## src/rtl/pgdec_pkg.sv

```systemverilog
package pgdec_pkg;

  localparam int ADDR_W = 32;
  localparam int DATA_W = 32;
  localparam int LANES  = DATA_W / 8;
  localparam int TGT_COUNT = 10;

  typedef enum logic [3:0] {
    TGT_BOOT = 4'd0,
    TGT_XRAM = 4'd1,
    TGT_IRAM = 4'd2,
    TGT_IOREG = 4'd3,
    TGT_PAL  = 4'd4,
    TGT_VID  = 4'd5,
    TGT_OBJ  = 4'd6,
    TGT_CART = 4'd7,
    TGT_SAVE = 4'd8,
    TGT_NULL = 4'd9
  } tgt_e;

  typedef enum logic [1:0] {
    SZ_BYTE = 2'd0,
    SZ_HALF = 2'd1,
    SZ_WORD = 2'd2,
    SZ_WIDE = 2'd3
  } size_e;

  // Clear the low address bits that the access size does not permit.
  function automatic logic [ADDR_W-1:0] force_align(input logic [ADDR_W-1:0] a,
                                                     input size_e sz);
    case (sz)
      SZ_BYTE: return a;
      SZ_HALF: return {a[ADDR_W-1:1], 1'b0};
      default: return {a[ADDR_W-1:2], 2'b00};
    endcase
  endfunction

  function automatic logic is_misaligned(input logic [1:0] lo, input size_e sz);
    case (sz)
      SZ_BYTE: return 1'b0;
      SZ_HALF: return lo[0];
      default: return |lo;
    endcase
  endfunction

  function automatic logic [LANES-1:0] lane_mask(input logic [1:0] lo, input size_e sz);
    case (sz)
      SZ_BYTE: return LANES'(1) << lo;
      SZ_HALF: return lo[1] ? 4'b1100 : 4'b0011;
      default: return 4'b1111;
    endcase
  endfunction

  function automatic logic [DATA_W-1:0] lane_data(input logic [DATA_W-1:0] d, input size_e sz);
    case (sz)
      SZ_BYTE: return {LANES{d[7:0]}};
      SZ_HALF: return {(LANES/2){d[15:0]}};
      default: return d;
    endcase
  endfunction

endpackage

```

## src/rtl/pgdec_align.sv

```systemverilog
module pgdec_align
  import pgdec_pkg::*;
(
  input  logic              req_valid,
  input  logic [ADDR_W-1:0] req_addr,
  input  logic [1:0]        req_size,
  input  logic [DATA_W-1:0] req_wdata,
  output logic [ADDR_W-1:0] aligned_addr,
  output logic [LANES-1:0]  lane_en,
  output logic [DATA_W-1:0] lane_wdata,
  output logic              misalign
);

  size_e sz;
  assign sz = size_e'(req_size);

  assign aligned_addr = force_align(req_addr, sz);
  assign lane_en      = req_valid ? lane_mask(req_addr[1:0], sz) : '0;
  assign lane_wdata   = lane_data(req_wdata, sz);
  assign misalign     = req_valid && is_misaligned(req_addr[1:0], sz);

endmodule

```

## src/rtl/pgdec_region.sv

```systemverilog
module pgdec_region
  import pgdec_pkg::*;
#(
  parameter int OFS_W          = 27,
  parameter int BOOT_BYTES     = 'h4000,
  parameter int XRAM_BYTES     = 'h40000,
  parameter int IRAM_BYTES     = 'h8000,
  parameter int IO_SPAN        = 'h800,
  parameter int IO_ALIAS_KEY   = 'h8000,
  parameter int SMALL_BYTES    = 'h400,
  parameter int VID_BYTES      = 'h20000,
  parameter int VID_FOLD_LIMIT = 'h18000,
  parameter int VID_FOLD_STEP  = 'h8000,
  parameter int SAVE_SPAN      = 'h2000000
) (
  input  logic [ADDR_W-1:0] aligned_addr,
  input  logic              is_write,
  output tgt_e              tgt,
  output logic [OFS_W-1:0]  offset,
  output logic              unmapped
);

  localparam logic [OFS_W-1:0] XRAM_MASK  = OFS_W'(XRAM_BYTES - 1);
  localparam logic [OFS_W-1:0] IRAM_MASK  = OFS_W'(IRAM_BYTES - 1);
  localparam logic [OFS_W-1:0] IO_MASK    = OFS_W'(IO_SPAN - 1);
  localparam logic [OFS_W-1:0] SMALL_MASK = OFS_W'(SMALL_BYTES - 1);
  localparam logic [OFS_W-1:0] VID_MASK   = OFS_W'(VID_BYTES - 1);
  localparam logic [OFS_W-1:0] SAVE_MASK  = OFS_W'(SAVE_SPAN - 1);

  function automatic logic [OFS_W-1:0] vid_local(input logic [OFS_W-1:0] lo);
    logic [OFS_W-1:0] v;
    v = lo & VID_MASK;
    if (v > OFS_W'(VID_FOLD_LIMIT)) v = v - OFS_W'(VID_FOLD_STEP);
    return v;
  endfunction

  function automatic logic [OFS_W-1:0] io_local(input logic [15:0] key,
                                                input logic [OFS_W-1:0] lo);
    if (key == 16'(IO_ALIAS_KEY)) return OFS_W'(IO_SPAN);
    return lo & IO_MASK;
  endfunction

  logic [7:0]       page;
  logic [OFS_W-1:0] low;
  assign page = aligned_addr[ADDR_W-1 -: 8];
  assign low  = aligned_addr[OFS_W-1:0];

  always_comb begin
    tgt      = TGT_NULL;
    offset   = '0;
    unmapped = 1'b0;
    case (page)
      8'h00: begin
        if (!is_write && low < OFS_W'(BOOT_BYTES)) begin
          tgt    = TGT_BOOT;
          offset = low;
        end
      end
      8'h02: begin tgt = TGT_XRAM;  offset = low & XRAM_MASK; end
      8'h03: begin tgt = TGT_IRAM;  offset = low & IRAM_MASK; end
      8'h04: begin tgt = TGT_IOREG; offset = io_local(aligned_addr[15:0], low); end
      8'h05: begin tgt = TGT_PAL;   offset = low & SMALL_MASK; end
      8'h06: begin tgt = TGT_VID;   offset = vid_local(low); end
      8'h07: begin tgt = TGT_OBJ;   offset = low & SMALL_MASK; end
      8'h08, 8'h09: begin
        if (!is_write) begin
          tgt    = TGT_CART;
          offset = low;
        end
      end
      8'h0A, 8'h0B, 8'h0C, 8'h0D: begin tgt = TGT_CART; offset = low; end
      8'h0E, 8'h0F: begin tgt = TGT_SAVE; offset = low & SAVE_MASK; end
      default: unmapped = 1'b1;
    endcase
  end

endmodule

```

## src/rtl/pgdec_status.sv

```systemverilog
module pgdec_status (
  input  logic clk,
  input  logic rst_n,
  input  logic fire,
  output logic pulse
);

  always_ff @(posedge clk) begin
    if (!rst_n) pulse <= 1'b0;
    else        pulse <= fire;
  end

endmodule

```

## src/rtl/page_region_decoder.sv

```systemverilog
module page_region_decoder
  import pgdec_pkg::*;
#(
  parameter int OFS_W          = 27,
  parameter int BOOT_BYTES     = 'h4000,
  parameter int VID_BYTES      = 'h20000,
  parameter int VID_FOLD_LIMIT = 'h18000,
  parameter int VID_FOLD_STEP  = 'h8000
) (
  input  logic                 clk,
  input  logic                 rst_n,
  input  logic                 req_valid,
  input  logic [31:0]          req_addr,
  input  logic                 req_write,
  input  logic [1:0]           req_size,
  input  logic [31:0]          req_wdata,
  output logic [TGT_COUNT-1:0] tgt_sel,
  output logic [OFS_W-1:0]     tgt_offset,
  output logic [3:0]           tgt_be,
  output logic [31:0]          tgt_wdata,
  output logic                 tgt_write,
  output logic                 misalign_warn,
  output logic                 unmapped_pulse
);

  // Named internal events, visible to the bound checker.
  logic [ADDR_W-1:0] aligned_addr;
  tgt_e              dec_tgt;
  logic              dec_unmapped;
  logic              unmapped_fire;

  pgdec_align u_align (
    .req_valid    (req_valid),
    .req_addr     (req_addr),
    .req_size     (req_size),
    .req_wdata    (req_wdata),
    .aligned_addr (aligned_addr),
    .lane_en      (tgt_be),
    .lane_wdata   (tgt_wdata),
    .misalign     (misalign_warn)
  );

  pgdec_region #(
    .OFS_W          (OFS_W),
    .BOOT_BYTES     (BOOT_BYTES),
    .VID_BYTES      (VID_BYTES),
    .VID_FOLD_LIMIT (VID_FOLD_LIMIT),
    .VID_FOLD_STEP  (VID_FOLD_STEP)
  ) u_region (
    .aligned_addr (aligned_addr),
    .is_write     (req_write),
    .tgt          (dec_tgt),
    .offset       (tgt_offset),
    .unmapped     (dec_unmapped)
  );

  for (genvar i = 0; i < TGT_COUNT; i++) begin : g_sel
    assign tgt_sel[i] = req_valid && (dec_tgt == tgt_e'(i));
  end

  assign tgt_write     = req_valid && req_write && (dec_tgt != TGT_NULL);
  assign unmapped_fire = req_valid && dec_unmapped;

  pgdec_status u_status (
    .clk   (clk),
    .rst_n (rst_n),
    .fire  (unmapped_fire),
    .pulse (unmapped_pulse)
  );

endmodule

```

## config.mk

```make
export PLATFORM = sky130hd
export DESIGN_NAME = page_region_decoder
export DESIGN_NICKNAME = d
export VERILOG_FILES = /design/src/rtl/pgdec_pkg.sv /design/src/rtl/pgdec_align.sv /design/src/rtl/pgdec_region.sv /design/src/rtl/pgdec_status.sv /design/src/rtl/page_region_decoder.sv
export SDC_FILE = /design/constraint.sdc
export NUM_CORES = 1
export LEC_CHECK = 0
export CAP_MARGIN = 40
export CORE_ASPECT_RATIO = 1.5
export CORE_MARGIN = 4
export CORE_UTILIZATION = 28
export CTS_CLUSTER_SIZE = 16
export DETAILED_ROUTE_END_ITERATION = 6
export PLACE_DENSITY = 0.76
export REMOVE_ABC_BUFFERS = 1
export SYNTH_ARGS = -nofsm -noshare
export SYNTH_HDL_FRONTEND = slang
export SYNTH_HIERARCHICAL = 1
export SYNTH_SLANG_ARGS = --single-unit
```

## constraint.sdc

```tcl
create_clock -name clk -period 2.9 [get_ports clk]
set_input_delay 0.58 -clock clk [delete_from_list [all_inputs] [get_ports clk]]
set_output_delay 0.58 -clock clk [all_outputs]
set_load 0.02 [all_outputs]
```

### Word-level counts from Yosys, hierarchy flattened

Cells that the tools add are included.

* equal/unequal tests: 26
* add/sub/neg operators: 1
* magnitude comparators: 2
* shift-type cells: 1
* multiplexer cells: 18
* reductions and logical operators: 25

Operator list (count)
* 27-bit one-hot mux with 9 select lines: 1
* 27-bit 2-to-1 mux: 5
* 8-bit by 4-bit equality test with 1-bit output, second input constant: 8
* 32-bit one-hot mux with 2 select lines: 1
* 4-bit one-hot mux with 10 select lines: 1
* 8-bit by 3-bit equality test with 1-bit output, second input constant: 4
* 27-bit by 15-bit less-than comparator with 1-bit output, second input constant: 1
* 17-bit by 16-bit subtractor with 18-bit output, second input constant: 1
* 17-bit greater-than comparator, second input constant: 1
* 16-bit equality test, second input constant: 1
* 4-bit by 3-bit equality test with 1-bit output, second input constant: 4
* 8-bit by 2-bit equality test with 1-bit output, second input constant: 2
* 4-bit 2-to-1 mux: 4
* 1-bit logical AND: 15
* 15-bit OR reduction: 1
* 4-bit by 2-bit equality test with 1-bit output, second input constant: 2
* 4-bit equality test, second input constant: 2
* 8-bit logical NOT: 1
* 4-bit one-hot mux with 2 select lines: 1
* 2-bit OR reduction: 4
* 4-bit by 1-bit equality test with 1-bit output, second input constant: 1
* 4-bit logical NOT: 1
* 4-bit inequality test, second input constant: 1
* 2-bit one-hot mux with 2 select lines: 1
* 7 further kinds: 9

* register bits: 1
* output and inout bits: 76

### Depth between registers and ports, before layout

Gate-level depths: netlist of the first run.

* word-level depth: 8
* mapped depth: 9

### Modules after synthesis

Netlist of the first run, hierarchy kept.

By module, submodules not included
* pgdec_align: cells an instance 99, area each 743.2 µm², instances 1
* pgdec_region: cells an instance 108, area each 654.4 µm², instances 1
* page_region_decoder: cells an instance 19, area each 110.1 µm², instances 1
* pgdec_status: cells an instance 2, area each 26.3 µm², instances 1

### Least setup slack after synthesis of the first run

No wires, ideal clock.

* path type: input -> output
* start: input port req_addr[15]
* end: output port tgt_sel[1]
* arrival: 2.448 ns
* path buffers: 1
* stages on the path: 8
* data required time: 2.320 ns
* slack: -0.128 ns
* cells stage by stage: buf_4 inv_1 ha_1 nor4b_1 nand4_1 a211o_1 or3b_4 nor2_1

* cells in the longest elaborated chain, start to end: 6

RTL lines
* start: declaration: RTL line page_region_decoder.sv:13 `input logic [31:0] req_addr,`
* 27-bit by 15-bit less-than comparator with 1-bit output: RTL line pgdec_region.sv:54 `if (!is_write && low < OFS_W'(BOOT_BYTES)) begin`
* 1-bit logical AND: RTL line pgdec_region.sv:54
* 4-bit 2-to-1 mux: RTL line pgdec_region.sv:54
* 4-bit one-hot mux with 10 select lines: RTL line pgdec_region.sv:52 `case (page)`
* via dec_tgt[3]: RTL line page_region_decoder.sv:28 `tgt_e dec_tgt;`
* 4-bit by 1-bit equality test with 1-bit output: RTL line page_region_decoder.sv:58 `assign tgt_sel[i] = req_valid && (dec_tgt == tgt_e'(i));`
* 1-bit logical AND: RTL line page_region_decoder.sv:58
* end: declaration: RTL line page_region_decoder.sv:17 `output logic [TGT_COUNT-1:0] tgt_sel,`

The timed path passes the listed nets, and every way through them passes these cells.

### Final worst setup path of the first run

* start: input port req_addr[22]
* end: output port tgt_sel[0]

* cells in the longest elaborated chain, start to end: 6

RTL lines (RTL line)
* 27-bit by 15-bit less-than comparator with 1-bit output: pgdec_region.sv:54
* 1-bit logical AND: pgdec_region.sv:54
* 4-bit 2-to-1 mux: pgdec_region.sv:54
* 4-bit one-hot mux with 10 select lines: pgdec_region.sv:52
* via dec_tgt[3]: page_region_decoder.sv:28
* 4-bit logical NOT: page_region_decoder.sv:58
* 1-bit logical AND: page_region_decoder.sv:58

The timed path passes the listed nets, and every way through them passes these cells.

==> results of run 1 <==
==> critical path: stages <==
cell and delay, ps:
sky130_fd_sc_hd__clkdlybuf4s15_2 200, sky130_fd_sc_hd__nor4_2 270, sky130_fd_sc_hd__nand4_1 170, sky130_fd_sc_hd__buf_4 180, sky130_fd_sc_hd__a211o_1 290, sky130_fd_sc_hd__or3b_4 460
sky130_fd_sc_hd__nor3_2 120, sky130_fd_sc_hd__buf_4 160
==> how the worst min path moves through the flow <==
stage               startpoint                   endpoint  slack, ps  cells after the start
CTS                      rst_n  u_status/pulse$_SDFF_PN0_       1170                      2
finish                   rst_n  u_status/pulse$_SDFF_PN0_       1170                      2
detailed placement       rst_n  u_status/pulse$_SDFF_PN0_       1170                      2
global route             rst_n  u_status/pulse$_SDFF_PN0_       1170                      2
floorplan                rst_n  u_status/pulse$_SDFF_PN0_        710                      1
global placement         rst_n  u_status/pulse$_SDFF_PN0_       1170                      2
==> placed cells by master, fill, tap and decap left out, types with 4 or more instances in the layout <==
| cell | netlist | final |
|---|---|---|
| sky130_fd_sc_hd__clkdlybuf4s50_1 | 0 | 83 |
| sky130_fd_sc_hd__buf_4 | 40 | 55 |
| sky130_fd_sc_hd__nand2_1 | 34 | 29 |
| sky130_fd_sc_hd__buf_2 | 2 | 20 |
| sky130_fd_sc_hd__buf_6 | 3 | 18 |
| sky130_fd_sc_hd__mux2_2 | 16 | 16 |
| sky130_fd_sc_hd__nor2_1 | 20 | 13 |
| sky130_fd_sc_hd__nor2b_1 | 14 | 12 |
| sky130_fd_sc_hd__o21ai_1 | 9 | 10 |
| sky130_fd_sc_hd__dlygate4sd2_1 | 0 | 8 |
| sky130_fd_sc_hd__mux2i_1 | 8 | 8 |
| sky130_fd_sc_hd__nor4_2 | 1 | 6 |
| sky130_fd_sc_hd__nor2_2 | 0 | 5 |
| sky130_fd_sc_hd__inv_1 | 8 | 5 |
| sky130_fd_sc_hd__nand2_2 | 0 | 5 |
| sky130_fd_sc_hd__clkdlybuf4s15_2 | 0 | 4 |
| sky130_fd_sc_hd__and2_1 | 5 | 4 |
==> layer usage <==
| metal | vias up | routed length (um) | track usage (%) |
|---|---|---|---|
| met5 | - | 0 | 0 |
| met4 | 0 | 114 | 2.45 |
| met3 | 10 | 672 | 4.68 |
| met2 | 109 | 3670 | 35.8 |
| met1 | 997 | 2140 | 15.0 |
| li1 | 1068 | - | - |
==> report_power, final <==
part / leakage [nW] / switching (mW) / internal (mW) / total [mW]
clock: 0 / 0 / 0 / 0
sequential: 0.00832 / 0.000153 / 0.0148 / 0.0150
combinational: 1.48 / 0.186 / 0.228 / 0.415
total: 1.49 / 0.186 / 0.243 / 0.430
==> area by class of cell <==
cell class	count	area, um2	area share, %
Multi-Input combinational cell	171	1350	41.2
Tap cell	68	85.1	2.59
Timing Repair Buffer	199	1790	54.5
Inverter	8	37.5	1.14
Sequential cell	1	20.0	0.610
==> kinds of logic (layout without fill, tap and decap cells) <==
group	count (synthesis)	in the layout	synth area share (%)
AND/OR/NAND/NOR	107	107	37.0
buffers and inverters	56	207	25.1
AO/OA/AOI/OAI	37	37	17.1
multiplexers	24	24	17.0
adder cells (fa/ha/maj)	3	3	2.45
flip-flops	1	1	1.31
==> timing repair <==
item / 4_1_cts / 5_1_grt
setup endpoints to repair: 45 / 38
buffers inserted: 8 / 6
gates resized for setup: 249 / 58
pin swaps: 20 / 28
endpoints found under the hold margin: 0 / 0
gates cloned: 0 / 0
==> out/metrics.cfg, run 1 <==
[status]
status=finished, violations left
violations_in_the_final_reports=setup timing

[synth]
synth.distinct_cells=46
synthArstFlopShare_pct=0
synth_top_cells_by_area=sky130_fd_sc_hd__buf_4 20%, sky130_fd_sc_hd__mux2_2 12%, sky130_fd_sc_hd__nand2_1 8.3%
yosys.cell_count.top_type=sky130_fd_sc_hd__buf_4
post_synthesis_sequential_area_ratio_pct=1.31
syn-mean-instance-area_um2=6.73
synthDominantAreaCellType=sky130_fd_sc_hd__buf_4
mappedNetlistArea_um2=1530
post_synth_inst_count=228
dominantRegCellSynth=sky130_fd_sc_hd__dfxtp_1
synth_enable_flop_cells=0
flip_flop_and_latch_count_after_synthesis=1
synth_commonest_cells=40 x sky130_fd_sc_hd__buf_4, 34 x sky130_fd_sc_hd__nand2_1, 20 x sky130_fd_sc_hd__nor2_1, 16 x sky130_fd_sc_hd__mux2_2, 14 x sky130_fd_sc_hd__nor2b_1
synth.top_cell.area_share_pct=19.6
yosys_warnings=6

[clocking]
cts_hold_repair.buffers=0
post_cts_clock_slew_at_the_launch_and_capture_registers_of_the_worst_setup_and_hold_paths_ps=0

[drt]
initialDrtViolationCount=45
firstDrtPassIters=4
routed_wl_mm=6.60
drc_viols=0
via_count_normalized_by_instance_count=4.89
wire_per_inst_um=14.8
ant_nets=0
vias=2184

[global_routing]
first_global_vias=2136
gr-usage-all-layers_pct=17.1
grt_overflow_total=0
largest_net_degree_at_the_start_of_global_routing=16
global_route_wire_length_before_repair_mm=9.33
grt_antenna_before_repair=0

[power]
design_power_total_uw=430
vdd_ir_drop_max_mv=0.0910
p_leak_nw=1.49
total_power_divided_by_cell_area_nw_per_um2=131

[sta]
report.final.setup_viol=9
finalHoldViolations=0
tightest_slew_ps=314
max_fclk_mhz=331
finalCriticalPeriod_ps=3020
share_of_the_clock_period_used_by_the_worst_path_after_layout_pct=104
rsz0062_at_grt=yes
worst_hold_slack_ps=1170
max-slew-margin-rel_pct=78.9
setup_tns_ps=-601
timing.final.max_slew_violations=0
final.setup.worst_slack_ps=-118

[finish]
fillCellCount=462
largest_reg_flops=1
final_cell_area_um2=3280
fraction_of_layout_cells_with_a_size_suffix_above_1_pct=44.6
layout.cells.non_filler=447
n_antenna_cell=0
reg_top3=u_status/pulse (1)
finalNetCount=454
registers.top_by_ff_count=u_status/pulse
flow.area_growth_from_synthesis_pct=114
utilization_pct=62.5

[worst_setup_path]
timing_worst_setup_path_type=input pin to primary output
critPathCapture=tgt_sel[0]
crit_fanout=4
cp-end-kind=primary output
crit_path_start_kind=input pin
worst_ep_required_time_ps=2320
critPathArrivalTime_ps=2440
cp-startpoint=req_addr[22]

[floorplan]
initial_utilization_pct=29.2
die_area_um2=6750
core_um2=5250
die_height_um=98.7
floorplan.die.width_um=68.4
row_count=32
num_io_pins=146

[place]
place_hpwl_mm=5.17
dpl_cell_area_um2=3040
numPortBuffers=145
pre_cts_ws_ps=-930
place.gp.congestion=0.799
placedCellCount=434

[job]
maxCapViolations=0

[hold_path]
hold_class=input pin to register

(Power assumes the default switching activity.)
==> inputs of run 2 (changes only) <==
- CORE_UTILIZATION: 28 -> 33
- PLACE_DENSITY: 0.76 -> 0.84
- clock period: 2.9 -> 3.65 ns (I/O delays scaled with it)
==> out/metrics.cfg, run 2 (synthesis results as in run 1) <==
[finish]
flow.area_growth_from_synthesis_pct=105
fraction_of_layout_cells_with_a_size_suffix_above_1_pct=28.4
finalNetCount=441
largest_reg_flops=1
layout.cells.most_common=sky130_fd_sc_hd__clkdlybuf4s50_1
layout.cells.non_filler=414
registers.top_by_ff_count=u_status/pulse
final_cell_area_um2=3140
n_antenna_cell=0
layout.cells.most_common_list=95 x sky130_fd_sc_hd__clkdlybuf4s50_1, 40 x sky130_fd_sc_hd__buf_4, 34 x sky130_fd_sc_hd__nand2_1
reg_top3=u_status/pulse (1)

[place]
place.gp.congestion=0.779
dpl_cell_area_um2=2940
placedCellCount=405
place_hpwl_mm=5.28
numPortBuffers=145
pre_cts_ws_ps=-588

[floorplan]
floorplan.die.width_um=63.7
row_count=30
initial_utilization_pct=34.1
num_io_pins=146
die_height_um=91.5
core_um2=4500
die_area_um2=5830

[worst_setup_path]
critical_path_cell_list=clkdlybuf4s50_1, or4_4, o41ai_4, buf_4, nand2b_4, and2_1, clkdlybuf4s15_1
slowest_stage_delay_cp_ps=600
critPathCapture=tgt_offset[14]
path_buf_inv=3
cp-startpoint=req_addr[29]
cp-end-kind=primary output
crit_fanout=4
critPathArrivalTime_ps=2870
timing_worst_setup_path_type=input pin to primary output
worst-path-stages=7
cp_top_family=buffers and inverters
worst_ep_required_time_ps=2920
crit_path_start_kind=input pin
cpMaxStageDelayCell=sky130_fd_sc_hd__or4_4

[global_routing]
grt_overflow_total=0
largest_net_degree_at_the_start_of_global_routing=30
global_route_wire_length_before_repair_mm=9.54
first_global_vias=2178
grt_antenna_before_repair=0
gr-usage-all-layers_pct=19.5

[job]
maxCapViolations=0

[sta]
finalHoldViolations=0
worst_hold_slack_ps=1330
report.final.setup_viol=0
max-slew-margin-rel_pct=76.7
max_fclk_mhz=278
share_of_the_clock_period_used_by_the_worst_path_after_layout_pct=98.6
tightest_slew_ps=349
finalCriticalPeriod_ps=3600
timing.final.max_slew_violations=0
final.setup.worst_slack_ps=50.5

[power]
power.internal_uw=188
clock_power_share_pct=0
vdd_ir_drop_max_mv=0.0816
power.switching_fraction_pct=43.3
switchingPower_uw=144
power.share.sequential_pct=3.6
design_power_total_uw=332
total_power_divided_by_cell_area_nw_per_um2=106
power.combinational.fraction_pct=96.4
p_leak_nw=1.43

[drt]
firstDrtPassIters=4
via_count_normalized_by_instance_count=5.18
drc_viols=0
ant_nets=0
vias=2145
initialDrtViolationCount=57
wire_per_inst_um=15.3
routed_wl_mm=6.33

[status]
status=complete, no violations

[hold_path]
hold_class=input pin to register

[clocking]
post_cts_clock_slew_at_the_launch_and_capture_registers_of_the_worst_setup_and_hold_paths_ps=0

## run 2: cell count changes in the layout (fill, tap and decap cells not counted), moves of 4 or more
cell and change:
sky130_fd_sc_hd__clkbuf_2 +4, sky130_fd_sc_hd__nand2_2 -5, sky130_fd_sc_hd__buf_2 -17, sky130_fd_sc_hd__buf_4 -15
sky130_fd_sc_hd__clkdlybuf4s50_1 +12, sky130_fd_sc_hd__nor2_1 +4, sky130_fd_sc_hd__clkdlybuf4s15_1 +14, sky130_fd_sc_hd__nand2_1 +5
sky130_fd_sc_hd__buf_6 -15, sky130_fd_sc_hd__dlymetal6s2s_1 +7
## run 2: layout make-up
| cell class | instances | area [um2] |
|---|---|---|
| sequential | 1 | 20.0 |
| tap | 48 | 60.1 |
| inverter | 8 | 30.0 |
| fill | 349 | 1360 |
| multi-input combinational | 171 | 1280 |
| timing repair buffer | 186 | 1760 |
## run 2: metrics by stage
stage	setup TNS [ps]	util (%)
2_1_floorplan	0	-
3_3_place_gp	-15380	65.3
3_5_place_dp	-17720	65.3
4_1_cts	0	67.7
5_1_grt	-18.6	69.8
6_report	0	69.8
## run 2: how the worst min path moves through the flow
| stage | depth (start not counted) | start | slack (ps) | end |
|---|---|---|---|---|
| floorplan | 1 | rst_n | 860 | u_status/pulse$_SDFF_PN0_ |
| global placement | 2 | rst_n | 1330 | u_status/pulse$_SDFF_PN0_ |
| detailed placement | 2 | rst_n | 1330 | u_status/pulse$_SDFF_PN0_ |
| CTS | 2 | rst_n | 1330 | u_status/pulse$_SDFF_PN0_ |
| global route | 2 | rst_n | 1370 | u_status/pulse$_SDFF_PN0_ |
| finish | 2 | rst_n | 1330 | u_status/pulse$_SDFF_PN0_ |
## run 2: routing by layer
metal	share of wire [%]	track usage, %	up-vias
met1	35	18.5	979
met4	2.9	5.77	0
met2	55	40.1	111
met3	7.0	3.84	16
li1	-	-	1039
met5	0	0	-
## run 2: what timing repair did
item | in CTS | in global routing
endpoints found under the setup margin | 38 | 38
gates resized for setup | 102 | 52
hold buffers | 0 | 0
pin swaps | 8 | 11
gates cloned | 0 | 0
buffers inserted | 6 | 3
## run 2: power groups by stage
stage | clock network (mW) | logic [mW] | registers [mW]
6_report | 0 | 0.321 | 0.0119
5_1_grt | 0 | 0.340 | 0.0120
4_1_cts | 0 | 0.316 | 0.0119
3_5_place_dp | 0 | 0.311 | 0.0119
3_3_place_gp | 0 | 0.305 | 0.0119
2_1_floorplan | 0 | 0.103 | 0.0128
==> inputs of run 3 (changes only) <==
- CORE_UTILIZATION: 33 -> 31
- PLACE_DENSITY: 0.84 -> 0.8
- SKIP_LAST_GASP: not set -> 1
- clock period: 3.65 -> 3.42 ns (I/O delays scaled with it)
==> out/metrics.cfg, run 3 (synthesis results as in run 1) <==
[power]
total_power_divided_by_cell_area_nw_per_um2=113
p_leak_nw=1.48
vdd_ir_drop_max_mv=0.0810

[sta]
max-slew-margin-rel_pct=74.3
timing.final.max_slew_violations=0
finalHoldViolations=0
report.final.setup_viol=0
max_fclk_mhz=304
share_of_the_clock_period_used_by_the_worst_path_after_layout_pct=96.1
tightest_slew_ps=384
rsz0062_at_grt=no
setup_tns_ps=0
worst_hold_slack_ps=1280
finalCriticalPeriod_ps=3290
final.setup.worst_slack_ps=132

[finish]
finalNetCount=452
reg_top3=u_status/pulse (1)
layout.area.seq_um2=20.0
layout.cells.most_common_list=86 x sky130_fd_sc_hd__clkdlybuf4s50_1, 58 x sky130_fd_sc_hd__buf_4, 33 x sky130_fd_sc_hd__nand2_1
multi_input_comb_area_um2=1260
final_cell_area_um2=3140
n_antenna_cell=0
flow.area_growth_from_synthesis_pct=105
layout.cells.most_common=sky130_fd_sc_hd__clkdlybuf4s50_1
registers.top_by_ff_count=u_status/pulse
fraction_of_layout_cells_with_a_size_suffix_above_1_pct=35.5
largest_reg_flops=1
fillCellCount=443

[global_routing]
gr-usage-all-layers_pct=19.6
largest_net_degree_at_the_start_of_global_routing=30
grt_overflow_total=0
global_route_wire_length_before_repair_mm=9.98
grt_antenna_before_repair=0
first_global_vias=2253

[floorplan]
floorplan.die.width_um=65.4
die_height_um=94.2
row_count=31
die_area_um2=6160
initial_utilization_pct=31.9
core_um2=4810
num_io_pins=146

[worst_setup_path]
timing_worst_setup_path_type=input pin to primary output
cp-end-kind=primary output
crit_path_start_kind=input pin
crit_fanout=4
cp-startpoint=req_addr[30]
critPathArrivalTime_ps=2600
worst_ep_required_time_ps=2740

[drt]
firstDrtPassIters=4
drc_viols=0
vias=2152
routed_wl_mm=6.44
wire_per_inst_um=14.5
initialDrtViolationCount=72
ant_nets=0
via_count_normalized_by_instance_count=4.86

[place]
place_hpwl_mm=5.27
numPortBuffers=145
place.gp.congestion=0.823
pre_cts_ws_ps=-707
dpl_cell_area_um2=3020

[hold_path]
worst_hold_path.num_cells=2
hp-start=rst_n
hold_class=input pin to register

[clocking]
post_cts_clock_slew_at_the_launch_and_capture_registers_of_the_worst_setup_and_hold_paths_ps=0

[job]
maxCapViolations=0

[status]
status=complete, no violations

==> run 3: cell types whose count changed in the layout (fill, tap and decap cells not counted), sizes merged <==
cell,before,now
clkbuf,7,9
dlymetal6s2s,9,7
buf,48,73
dlygate4sd2,5,14
clkdlybuf4s15,22,8
clkdlybuf4s50,95,86
==> run 3: critical path, stage by stage <==
cell,delay (ps)
sky130_fd_sc_hd__dlygate4sd2_1,250
sky130_fd_sc_hd__or4_4,570
sky130_fd_sc_hd__buf_4,160
sky130_fd_sc_hd__o41ai_4,400
sky130_fd_sc_hd__buf_4,190
sky130_fd_sc_hd__nor2_1,50
sky130_fd_sc_hd__nor3b_2,140
sky130_fd_sc_hd__buf_4,160
==> run 3: worst paths after layout <==
| kind | end | slack [ps] |
|---|---|---|
| setup / recovery | tgt_offset[10] | 130 |
| hold / removal | u_status/pulse$_SDFF_PN0_ | 1280 |
==> run 3: repair_timing <==
item                       in CTS  in global routing
hold buffers                    0                  0
pin swaps                      11                  9
resized for setup             160                 39
setup endpoints to repair      38                 37
cloned                          0                  0
setup buffers                  12                  1
==> run 3: final cells by class <==
cell class / count / share of cell area (%)
multi-input combinational: 171 / 40.1
timing repair buffer: 197 / 55.7
inverter: 8 / 0.957
tap: 66 / 2.63
sequential: 1 / 0.638
==> run 3: routing by layer <==
layer	track usage, %	vias up	routed length (um)
met5	0	-	0
met4	0.519	0	18
met3	3.95	2	510
met2	42.3	110	3700
met1	19.0	976	2210
li1	-	1064	-
==> run 3: through the flow <==
step           cells  utilization [%]  power (mW)
2_1_floorplan    180                -       0.123
3_3_place_gp     432             62.8       0.344
6_report         443             65.2       0.355
4_1_cts          443             64.8       0.354
3_5_place_dp     432             62.8       0.348
5_1_grt          443             65.2       0.378
==> run 3: where the power goes <==
group          switching (mW)  internal [mW]  total, mW  leakage, nW
clock network               0              0          0            0
logic                   0.153          0.189      0.343         1.47
registers            0.000124         0.0126     0.0127      0.00832
